<file path="src/rtl/wdt_pkg.sv">
package wdt_pkg;
    localparam int DATA_W = 32;
    localparam int CODE_W = 12;
    localparam int CODE_LSB = DATA_W - CODE_W;

    typedef enum logic [1:0] {
        OFS_CTRL  = 2'd0,
        OFS_SET   = 2'd1,
        OFS_LAPSE = 2'd2,
        OFS_CLR   = 2'd3
    } reg_ofs_e;

    typedef enum logic {
        S_IDLE,
        S_HOLD
    } sync_st_e;

    typedef enum logic [1:0] {
        W_OFF,
        W_ARMED,
        W_WARN
    } wd_st_e;
endpackage

</file>
<file path="src/rtl/wdt_sync.sv">
module wdt_sync
    import wdt_pkg::*;
#(
    parameter int SYNC_CYC = 3
) (
    input  logic              clk,
    input  logic              rst_n,
    input  logic              wr_ctrl,
    input  logic              wr_set,
    input  logic              wr_en_bit,
    input  logic [CODE_W-1:0] wr_code,
    output logic              en_q,
    output logic [CODE_W-1:0] code_q,
    output logic              busy
);
    localparam int CNT_W = $clog2(SYNC_CYC + 1);
    localparam logic [CNT_W-1:0] CNT_LOAD = CNT_W'(SYNC_CYC - 1);

    sync_st_e          st_q, st_d;
    logic [CNT_W-1:0]  cnt_q;
    logic              pend_ctrl_q, pend_set_q;
    logic              pend_en_q;
    logic [CODE_W-1:0] pend_code_q;
    logic              any_wr;
    logic              apply;

    assign any_wr = wr_ctrl | wr_set;

    // next-state logic
    always_comb begin
        st_d = st_q;
        unique case (st_q)
            S_IDLE: if (any_wr) st_d = S_HOLD;
            S_HOLD: if (!any_wr && cnt_q == '0) st_d = S_IDLE;
            default: st_d = S_IDLE;
        endcase
    end

    always_ff @(posedge clk or negedge rst_n) begin
        if (!rst_n) st_q <= S_IDLE;
        else        st_q <= st_d;
    end

    assign apply = (st_q == S_HOLD) && !any_wr && (cnt_q == '0);
    assign busy  = (st_q == S_HOLD);

    // countdown, pending values and applied outputs
    always_ff @(posedge clk or negedge rst_n) begin
        if (!rst_n) begin
            cnt_q       <= '0;
            pend_ctrl_q <= 1'b0;
            pend_set_q  <= 1'b0;
            pend_en_q   <= 1'b0;
            pend_code_q <= '0;
            en_q        <= 1'b0;
            code_q      <= '0;
        end else begin
            if (any_wr) begin
                cnt_q <= CNT_LOAD;
                if (wr_ctrl) begin
                    pend_ctrl_q <= 1'b1;
                    pend_en_q   <= wr_en_bit;
                end
                if (wr_set) begin
                    pend_set_q  <= 1'b1;
                    pend_code_q <= wr_code;
                end
            end else if (apply) begin
                if (pend_ctrl_q) en_q   <= pend_en_q;
                if (pend_set_q)  code_q <= pend_code_q;
                pend_ctrl_q <= 1'b0;
                pend_set_q  <= 1'b0;
            end else if (st_q == S_HOLD) begin
                cnt_q <= cnt_q - 1'b1;
            end
        end
    end
endmodule

</file>
<file path="src/rtl/wdt_timebase.sv">
module wdt_timebase
    import wdt_pkg::*;
#(
    parameter int PRESC_W = 20
) (
    input  logic              clk,
    input  logic              rst_n,
    input  logic              en,
    input  logic              refresh,
    input  logic [CODE_W-1:0] code,
    output logic [CODE_W-1:0] lapsed,
    output logic              ovf
);
    logic [PRESC_W-1:0] presc_q;
    logic               tick;

    assign tick = en && (presc_q == {PRESC_W{1'b1}});
    assign ovf  = tick && (lapsed >= code);

    always_ff @(posedge clk or negedge rst_n) begin
        if (!rst_n) begin
            presc_q <= '0;
            lapsed  <= '0;
        end else if (!en || refresh) begin
            presc_q <= '0;
            lapsed  <= '0;
        end else begin
            presc_q <= presc_q + 1'b1;
            if (ovf)       lapsed <= '0;
            else if (tick) lapsed <= lapsed + 1'b1;
        end
    end
endmodule

</file>
<file path="src/rtl/wdt_stage.sv">
module wdt_stage
    import wdt_pkg::*;
(
    input  logic clk,
    input  logic rst_n,
    input  logic en,
    input  logic refresh,
    input  logic ovf,
    output logic warn,
    output logic fire
);
    wd_st_e st_q, st_d;

    always_comb begin
        st_d = st_q;
        unique case (st_q)
            W_OFF:   if (en) st_d = W_ARMED;
            W_ARMED: if (!en) st_d = W_OFF;
                     else if (ovf && !refresh) st_d = W_WARN;
            W_WARN:  if (!en) st_d = W_OFF;
                     else if (refresh || ovf) st_d = W_ARMED;
            default: st_d = W_OFF;
        endcase
    end

    always_ff @(posedge clk or negedge rst_n) begin
        if (!rst_n) st_q <= W_OFF;
        else        st_q <= st_d;
    end

    // outputs
    always_comb begin
        warn = (st_q == W_WARN);
        fire = (st_q == W_WARN) && en && ovf && !refresh;
    end
endmodule

</file>
<file path="src/rtl/wdt_two_stage.sv">
module wdt_two_stage
    import wdt_pkg::*;
#(
    parameter int PRESC_W  = 20,
    parameter int SYNC_CYC = 3
) (
    input  logic        clk,
    input  logic        rst_n,
    input  logic        reg_wr,
    input  logic [3:0]  reg_addr,
    input  logic [31:0] reg_wdata,
    output logic [31:0] reg_rdata,
    input  logic        par_err,
    output logic        irq,
    output logic        rst_req
);
    reg_ofs_e          ofs;
    logic              wr_ctrl, wr_set, refresh;
    logic              en_q, busy;
    logic [CODE_W-1:0] code_q, lapsed;
    logic              ovf, fire, warn;
    logic              unused_bits;

    assign ofs     = reg_ofs_e'(reg_addr[3:2]);
    assign wr_ctrl = reg_wr && (ofs == OFS_CTRL);
    assign wr_set  = reg_wr && (ofs == OFS_SET);
    assign refresh = reg_wr && (ofs == OFS_CLR) && reg_wdata[0];
    assign unused_bits = ^{reg_addr[1:0], reg_wdata[CODE_LSB-1:1]};

    wdt_sync #(.SYNC_CYC(SYNC_CYC)) u_sync (
        .clk       (clk),
        .rst_n     (rst_n),
        .wr_ctrl   (wr_ctrl),
        .wr_set    (wr_set),
        .wr_en_bit (reg_wdata[0]),
        .wr_code   (reg_wdata[DATA_W-1:CODE_LSB]),
        .en_q      (en_q),
        .code_q    (code_q),
        .busy      (busy)
    );

    wdt_timebase #(.PRESC_W(PRESC_W)) u_tb (
        .clk     (clk),
        .rst_n   (rst_n),
        .en      (en_q),
        .refresh (refresh),
        .code    (code_q),
        .lapsed  (lapsed),
        .ovf     (ovf)
    );

    wdt_stage u_stage (
        .clk     (clk),
        .rst_n   (rst_n),
        .en      (en_q),
        .refresh (refresh),
        .ovf     (ovf),
        .warn    (warn),
        .fire    (fire)
    );

    assign irq = warn;

    always_ff @(posedge clk or negedge rst_n) begin
        if (!rst_n) rst_req <= 1'b0;
        else        rst_req <= fire | par_err;
    end

    always_comb begin
        reg_rdata = '0;
        unique case (ofs)
            OFS_CTRL:  reg_rdata[1:0] = {busy, en_q};
            OFS_SET:   reg_rdata[DATA_W-1:CODE_LSB] = code_q;
            OFS_LAPSE: reg_rdata[CODE_W-1:0] = lapsed;
            OFS_CLR:   reg_rdata[0] = warn;
            default:   reg_rdata = '0;
        endcase
    end
endmodule

</file>
<file path="config.mk">
export PLATFORM = sky130hd
export DESIGN_NAME = wdt_two_stage
export DESIGN_NICKNAME = d
export VERILOG_FILES = /design/src/rtl/wdt_pkg.sv /design/src/rtl/wdt_sync.sv /design/src/rtl/wdt_timebase.sv /design/src/rtl/wdt_stage.sv /design/src/rtl/wdt_two_stage.sv
export SDC_FILE = /design/constraint.sdc
export NUM_CORES = 1
export LEC_CHECK = 0
export ABC_AREA = 1
export BUFFER_PORTS_ARGS = -buffer_cell sky130_fd_sc_hd__buf_2
export CORE_UTILIZATION = 59
export CTS_CLUSTER_DIAMETER = 40
export DETAILED_ROUTE_END_ITERATION = 10
export PLACE_DENSITY = 0.91
export SLEW_MARGIN = 20
export SYNTH_ARGS = -nofsm -noshare
export SYNTH_HDL_FRONTEND = slang
export SYNTH_SLANG_ARGS = --single-unit
</file>
<file path="constraint.sdc">
create_clock -name clk -period 3 [get_ports clk]
set_input_delay 0 -clock clk [delete_from_list [all_inputs] [get_ports clk]]
set_output_delay 0 -clock clk [all_outputs]
set_load 0.02 [all_outputs]
</file>
==> impl_metrics.ini, run 1 <==
[setup_path]
crit_start = u_sync.en_q$_DFFE_PN0P_
worstPathRequired_ps = 3260
cp_slowest_cell = inv_1
critPathBufInv = 2
endpoint_kind = flop
path_depth = 6
reg2regPathDepth = 6
timing.critical_path.cells = nand2_1, inv_1, nand2_2, inv_1, nand2_1, o21ai_1
crit_arrival_ps = 2380
reg2reg_from = u_sync.en_q$_DFFE_PN0P_
reg2reg_slack_ps = 880
endpoint = u_tb.lapsed[0]$_DFFE_PN0P_
cp_max_fo = 22
worstSetupPathType = flop to flop
critPathTopFamily = buffers and inverters
cp_slowest_stage_delay_ps = 620
timing.rr.end = u_tb.lapsed[0]$_DFFE_PN0P_
start_kind = flop

[timing]
max_slew_margin_pct = 50.1
hold_viol_final = 0
timing.final.crit_period_ps = 2120
fmax_ghz = 0.471
tightestPinTransition_ps = 747
report.final.slew_viol_count = 0
rsz0062_at_grt = no
finalSetupTns_ps = 0
final.setup_skew_ps = 8.99
finalCritPeriodShare_pct = 70.7
setup_viol = 0

[synthesis]
synth_xor_area_share_pct = 1.68
synth-simple-area-share_pct = 25.9
ys_types = 34
synth_compound_area_share_pct = 10.6
synth_flop_cell = dfrtp_1
synthArstFlopShare_pct = 100
muxShareOfSynthArea_pct = 0.309
synth_enable_flop_cells = 0
synth-adder-area-share_pct = 5.14
synth-seq-cells = 66
seq_area_frac_synth_pct = 45.3
syn_avg_cell_area_um2 = 7.75
synth_area_um2 = 3650
syn_inst = 471
yosys_warnings = 0
synth_top_family_by_area = simple AND/OR/NAND/NOR gates

[cts]
cts_max_level = 3
cts_inserted_buffers = 9
cts_resized = 0
clk_path_buf_depth = 2
cts_setup_buffers = 0
root_buffer = clkbuf_8
numClockSinks = 66
cts_tree = yes
clk_pin_slew_ps = 70
clkLatencyLatePin_ps = 340
hold_buffers = 15

[routing]
drc_errors = 0
ant_nets = 0
wire_per_inst_um = 14.3
routed_via_density = 5.57
wl_um = 8710
drtIter0Drc = 258
first_pass_iters = 5
vias = 3399

[die]
core_um2 = 5960
die_w_um = 80.7
die_area_um2 = 6500
start_util_pct = 61.3
rows = 28
die_h_um = 80.7
ios = 74

[global_route]
grt_util_all_layers_pct = 29.8
grt_pass1_wl_um = 14400
antenna_found_initial = 0
overflow = 0
grt_max_degree = 50
grt_pass1_vias = 3236

[placed_design]
port_buffers = 44
gp_congestion = 0.868
place_area_um2 = 3900
dp_hpwl_um = 5740

[finish]
fillers = 408
final_common_cell = nand2_1
area_growth_pct = 16.2
final_area_um2 = 4240
drive_above_1_share_pct = 14.4
layout_common_cells = 89 x nand2_1, 79 x inv_1, 72 x nor2_1
fin_nets = 587
finalCoreUtilization_pct = 71.2
antenna_cells = 0

[power_and_ir_drop]
p_per_area_nw_per_um2 = 644
ir_drop_v = 0.000574
total_leakage_power_nw = 2.26

[status]
outcome = finished, final reports clean

[min_path]
hold_class = primary input to flop
hold_depth = 3

[run]
maxCapViolations = 0
==> how the worst min path moves through the flow <==
stage	start	to	slack (ps)
floorplan	rst_n	rst_req$_DFF_PN0_	-300
global placement	reg_wdata[20]	u_sync.pend_code_q[0]$_DFFE_PN0P_	240
detailed placement	rst_n	u_sync.code_q[5]$_DFFE_PN0P_	250
CTS	reg_wr	u_sync.pend_ctrl_q$_DFFE_PN0P_	10
global route	reg_wr	u_sync.pend_ctrl_q$_DFFE_PN0P_	30
finish	reg_wr	u_sync.pend_ctrl_q$_DFFE_PN0P_	20
==> tightest hold or removal path, stage by stage <==
cell	delay, ps
buf_2	130
a21oi_1	70
nor2_1	120
==> kinds of logic (layout without fill, tap and decap cells) <==
kind of cell    count (synthesis)  after routing
buf+inv                        97            154
flops                          66             66
other cells                     1              8
mux                             1              1
xor+xnor                        7              7
compound gates                 72             72
fa+ha+maj                      15             15
simple gates                  212            212
==> cell type report <==
type	instances	area (µm²)	area share [%]
sequential	66	1650	38.9
clock buffer	11	151	3.57
inverter	79	297	6.99
timing repair buffer	61	388	9.14
clock inverter	3	40.0	0.944
multi-input combinational	315	1620	38.2
tap	75	93.8	2.21
==> registers in the layout (all words and copies together), names as in the netlist, 2 cells and up <==
signal / flops
u_sync.cnt_q: 2
u_tb.lapsed: 12
u_sync.code_q: 12
u_tb.presc_q: 20
u_sync.pend_code_q: 12
u_stage.st_q: 2
==> through the flow <==
stage / worst slack [ps] / hold WS, ps / total power, mW / instances
after global routing: 658 / 33.1 / 2.90 / 610
after detailed placement: 990 / 249 / 1.94 / 581
after CTS: 970 / 14.2 / 2.70 / 610
after floorplan: 1380 / -296 / 1.72 / 478
final: 879 / 17.8 / 2.73 / 610
after global placement: 1030 / 236 / 1.87 / 581
==> layer usage <==
| metal | GRT usage, % | part of all wire [%] |
|---|---|---|
| met1 | 36.3 | 41 |
| met2 | 50.4 | 50 |
| met5 | 0 | 0 |
| met3 | 7.50 | 7.2 |
| met4 | 11.3 | 2.3 |
==> cell usage after synthesis (2+ instances only) <==
| master | instances | area (µm²) |
|---|---|---|
| nand2_1 | 89 | 334 |
| inv_1 | 79 | 297 |
| nor2_1 | 72 | 270 |
| dfrtp_1 | 66 | 1650 |
| a21oi_1 | 29 | 145 |
| o21ai_0 | 26 | 130 |
| nand3_1 | 18 | 90.1 |
| ha_1 | 15 | 188 |
| nand4_1 | 10 | 62.6 |
| buf_4 | 8 | 60.1 |
| clkbuf_1 | 8 | 30.0 |
| nor3_1 | 7 | 35.0 |
| xor2_1 | 6 | 52.6 |
| nand2_2 | 5 | 31.3 |
| o21ai_1 | 5 | 25.0 |
| a211oi_1 | 3 | 22.5 |
| a31oi_1 | 3 | 18.8 |
| nand2_4 | 2 | 22.5 |
| nand3_2 | 2 | 20.0 |
| nor2_2 | 2 | 12.5 |
| nor3_2 | 2 | 20.0 |
| o22ai_1 | 2 | 12.5 |
==> power breakdown <==
part           total (mW)  switching, mW  leakage (nW)  internal [mW]
clock network       0.753          0.335         0.101          0.417
registers            1.16         0.0981         0.842           1.06
logic               0.821          0.562          1.32          0.259
total                2.73          0.995          2.26           1.74
Power figures use the tool's default switching activity.
==> run 2: changes to the inputs <==
- CORE_UTILIZATION: 59 -> 55
- PLACE_DENSITY: 0.91 -> 0.86
- clock period: 3 -> 2.18 ns (I/O delays scaled with it)
==> run 2 against run 1 <==
  * First-iteration DRC count increased by 6.2%
  * Worst hold slack improved by 29 ps
  * Clock skew increased by 5.2 ps
  * Largest power group unchanged
  * Critical path type unchanged
  * Largest cell class unchanged
  * Clock power increased by 17%
  * Final cell count increased by 1.8%
  * Register-to-register slack got worse by 670 ps
  * Routed wire length decreased by 4.4%
  * Via count decreased by 2.4%
  * Critical path depth increased by 6
  * Cell area increased by 0.97%
  * Sequential power increased by 37%
  * Flip-flop and latch count unchanged
  * Highest routed layer unchanged
==> impl_metrics.ini, run 2 (synthesized netlist as in run 1, its figures left out) <==
[status]
outcome = finished, final reports clean

[routing]
first_pass_iters = 5
vias = 3317
drtIter0Drc = 274
routed_via_density = 5.34
wl_um = 8320
drc_errors = 0
wire_per_inst_um = 13.4
ant_nets = 0

[finish]
finalCoreUtilization_pct = 67.1
largest_reg_flops = 20
final_common_cell = nand2_1
fin_nets = 594
top_register = u_tb.presc_q
area_growth_pct = 17.4
final_area_um2 = 4280
antenna_cells = 0
drive_above_1_share_pct = 15.1
instances_no_fill = 621
layout_common_cells = 89 x nand2_1, 79 x inv_1, 72 x nor2_1

[timing]
finalCritPeriodShare_pct = 90.5
max_slew_margin_pct = 53.6
finalSetupTns_ps = 0
timing.final.crit_period_ps = 1970
hold_viol_final = 0
rsz0062_at_grt = no
tightestPinTransition_ps = 695
setup_viol = 0
report.final.slew_viol_count = 0
fmax_ghz = 0.507
final.setup_skew_ps = 14.2

[die]
die_w_um = 83.5
ios = 74
die_area_um2 = 6970
core_um2 = 6390
die_h_um = 83.5
start_util_pct = 57.2
rows = 29

[global_route]
grt_pass1_wl_um = 14400
grt_util_all_layers_pct = 26.0
grt_pass1_vias = 3271
antenna_found_initial = 0
overflow = 0
grt_max_degree = 39

[power_and_ir_drop]
ir_drop_v = 0.000704
pwr-share-seq_pct = 43.9
p_int_mw = 2.26
p_comb_share_pct = 31.8
netSwitchingPower_mw = 1.36
pwr-share-clk_pct = 24.3
swShare_pct = 37.6
p_per_area_nw_per_um2 = 846
total_leakage_power_nw = 2.28

[setup_path]
start_kind = flop
worstSetupPathType = flop to flop
critPathBufInv = 0
crit_arrival_ps = 2210
reg2reg_from = u_tb.lapsed[11]$_DFFE_PN0P_
worstPathRequired_ps = 2420
timing.critical_path.cells = ha_1, nand2_1, nor2_1, nand2_1, nor2_1, nor2_1, nand2_1, nand2_4, nand2_2, nand2_1, nor2_1, nor2_1
cp_slowest_stage_delay_ps = 430
endpoint_kind = flop
crit_start = u_tb.lapsed[11]$_DFFE_PN0P_
cp_max_fo = 6
cp_common_cell = nor2_1
cp_slowest_cell = dfrtp_1
critPathTopFamily = simple AND/OR/NAND/NOR gates

[min_path]
hold_class = primary input to flop
hold_start = reg_addr[2]

[cts]
clkLatencyLatePin_ps = 350
cts_tree = yes
cts_inserted_buffers = 9
numClockSinks = 66
clk_pin_slew_ps = 70
cts_max_level = 3
cts_resized = 0
cts_setup_buffers = 0
root_buffer = clkbuf_8
clk_path_buf_depth = 2

[placed_design]
placed_cells = 588
gp_congestion = 0.864
port_buffers = 44
dp_hpwl_um = 5910
place_area_um2 = 3950

[run]
maxCapViolations = 0
[run 2: changes by cell type in the layout (fill, tap and decap cells not counted)]
cell	before	now
buf_12	0	1
buf_2	43	44
buf_4	3	6
bufinv_16	1	0
clkbuf_1	0	2
clkbuf_8	11	9
clkinv_2	2	3
clkinv_4	0	1
clkinvlp_4	0	1
dlygate4sd3_1	15	17
[run 2: stage by stage]
stage                     hold slack [ps]  power, mW  setup slack, ps
after detailed placement             60.0       2.71              310
final                                47.2       3.62              207
after global placement               57.1       2.62              373
after floorplan                      -296       2.37              560
after global routing                 53.5       3.87             52.5
after CTS                            27.0       3.62              244
[run 2: layout make-up]
cell class	count	area [µm²]
Fill cell	511	2100
Sequential cell	66	1650
Multi-Input combinational cell	315	1620
Timing Repair Buffer	68	455
Inverter	79	297
Clock buffer	11	131
Tap cell	77	96.3
Clock inverter	5	31.3
[run 2: path summary, 6_finish.rpt]
path / endpoint / slack, ps / cells past startpoint
hold reg to reg: u_tb.presc_q[0]$_DFF_PN0_ / 480 / 1
setup reg to reg: u_stage.st_q[1]$_DFFE_PN0P_ / 210 / 12
max in group asynchronous: u_tb.lapsed[9]$_DFFE_PN0P_ / 1320 / 3
setup / recovery: u_stage.st_q[1]$_DFFE_PN0P_ / 210 / 12
min in group asynchronous: u_sync.code_q[1]$_DFFE_PN0P_ / 220 / 2
hold / removal: u_sync.pend_ctrl_q$_DFFE_PN0P_ / 50 / 4
[run 2: timing repair]
item | CTS | global route
endpoints found under the setup margin | 0 | 0
endpoints found under the hold margin | 43 | 0
hold buffers | 17 | 0
[run 2: power by group through the flow]
stage,clock [mW],sequential [mW],combinational (mW)
final,0.881,1.59,1.15
after global routing,0.956,1.61,1.30
after CTS,0.898,1.58,1.14
after detailed placement,0,1.61,1.11
after global placement,0,1.59,1.03
after floorplan,0,1.57,0.795
[run 2: worst reg2reg max path, cell delays in order, from the launching register on]
cell,delay [ps]
dfrtp_1,430
ha_1,320
nand2_1,80
nor2_1,140
nand2_1,100
nor2_1,110
nor2_1,60
nand2_1,220
nand2_4,120
nand2_2,70
nand2_1,60
nor2_1,100
nor2_1,40
[run 2: layer usage]
layer	global-route usage (%)	up-vias	share of wire, %
li1	-	1614	-
met1	33.2	1573	43
met2	43.3	113	49
met3	4.95	17	5.7
met4	11.7	0	2.2
met5	0	-	0
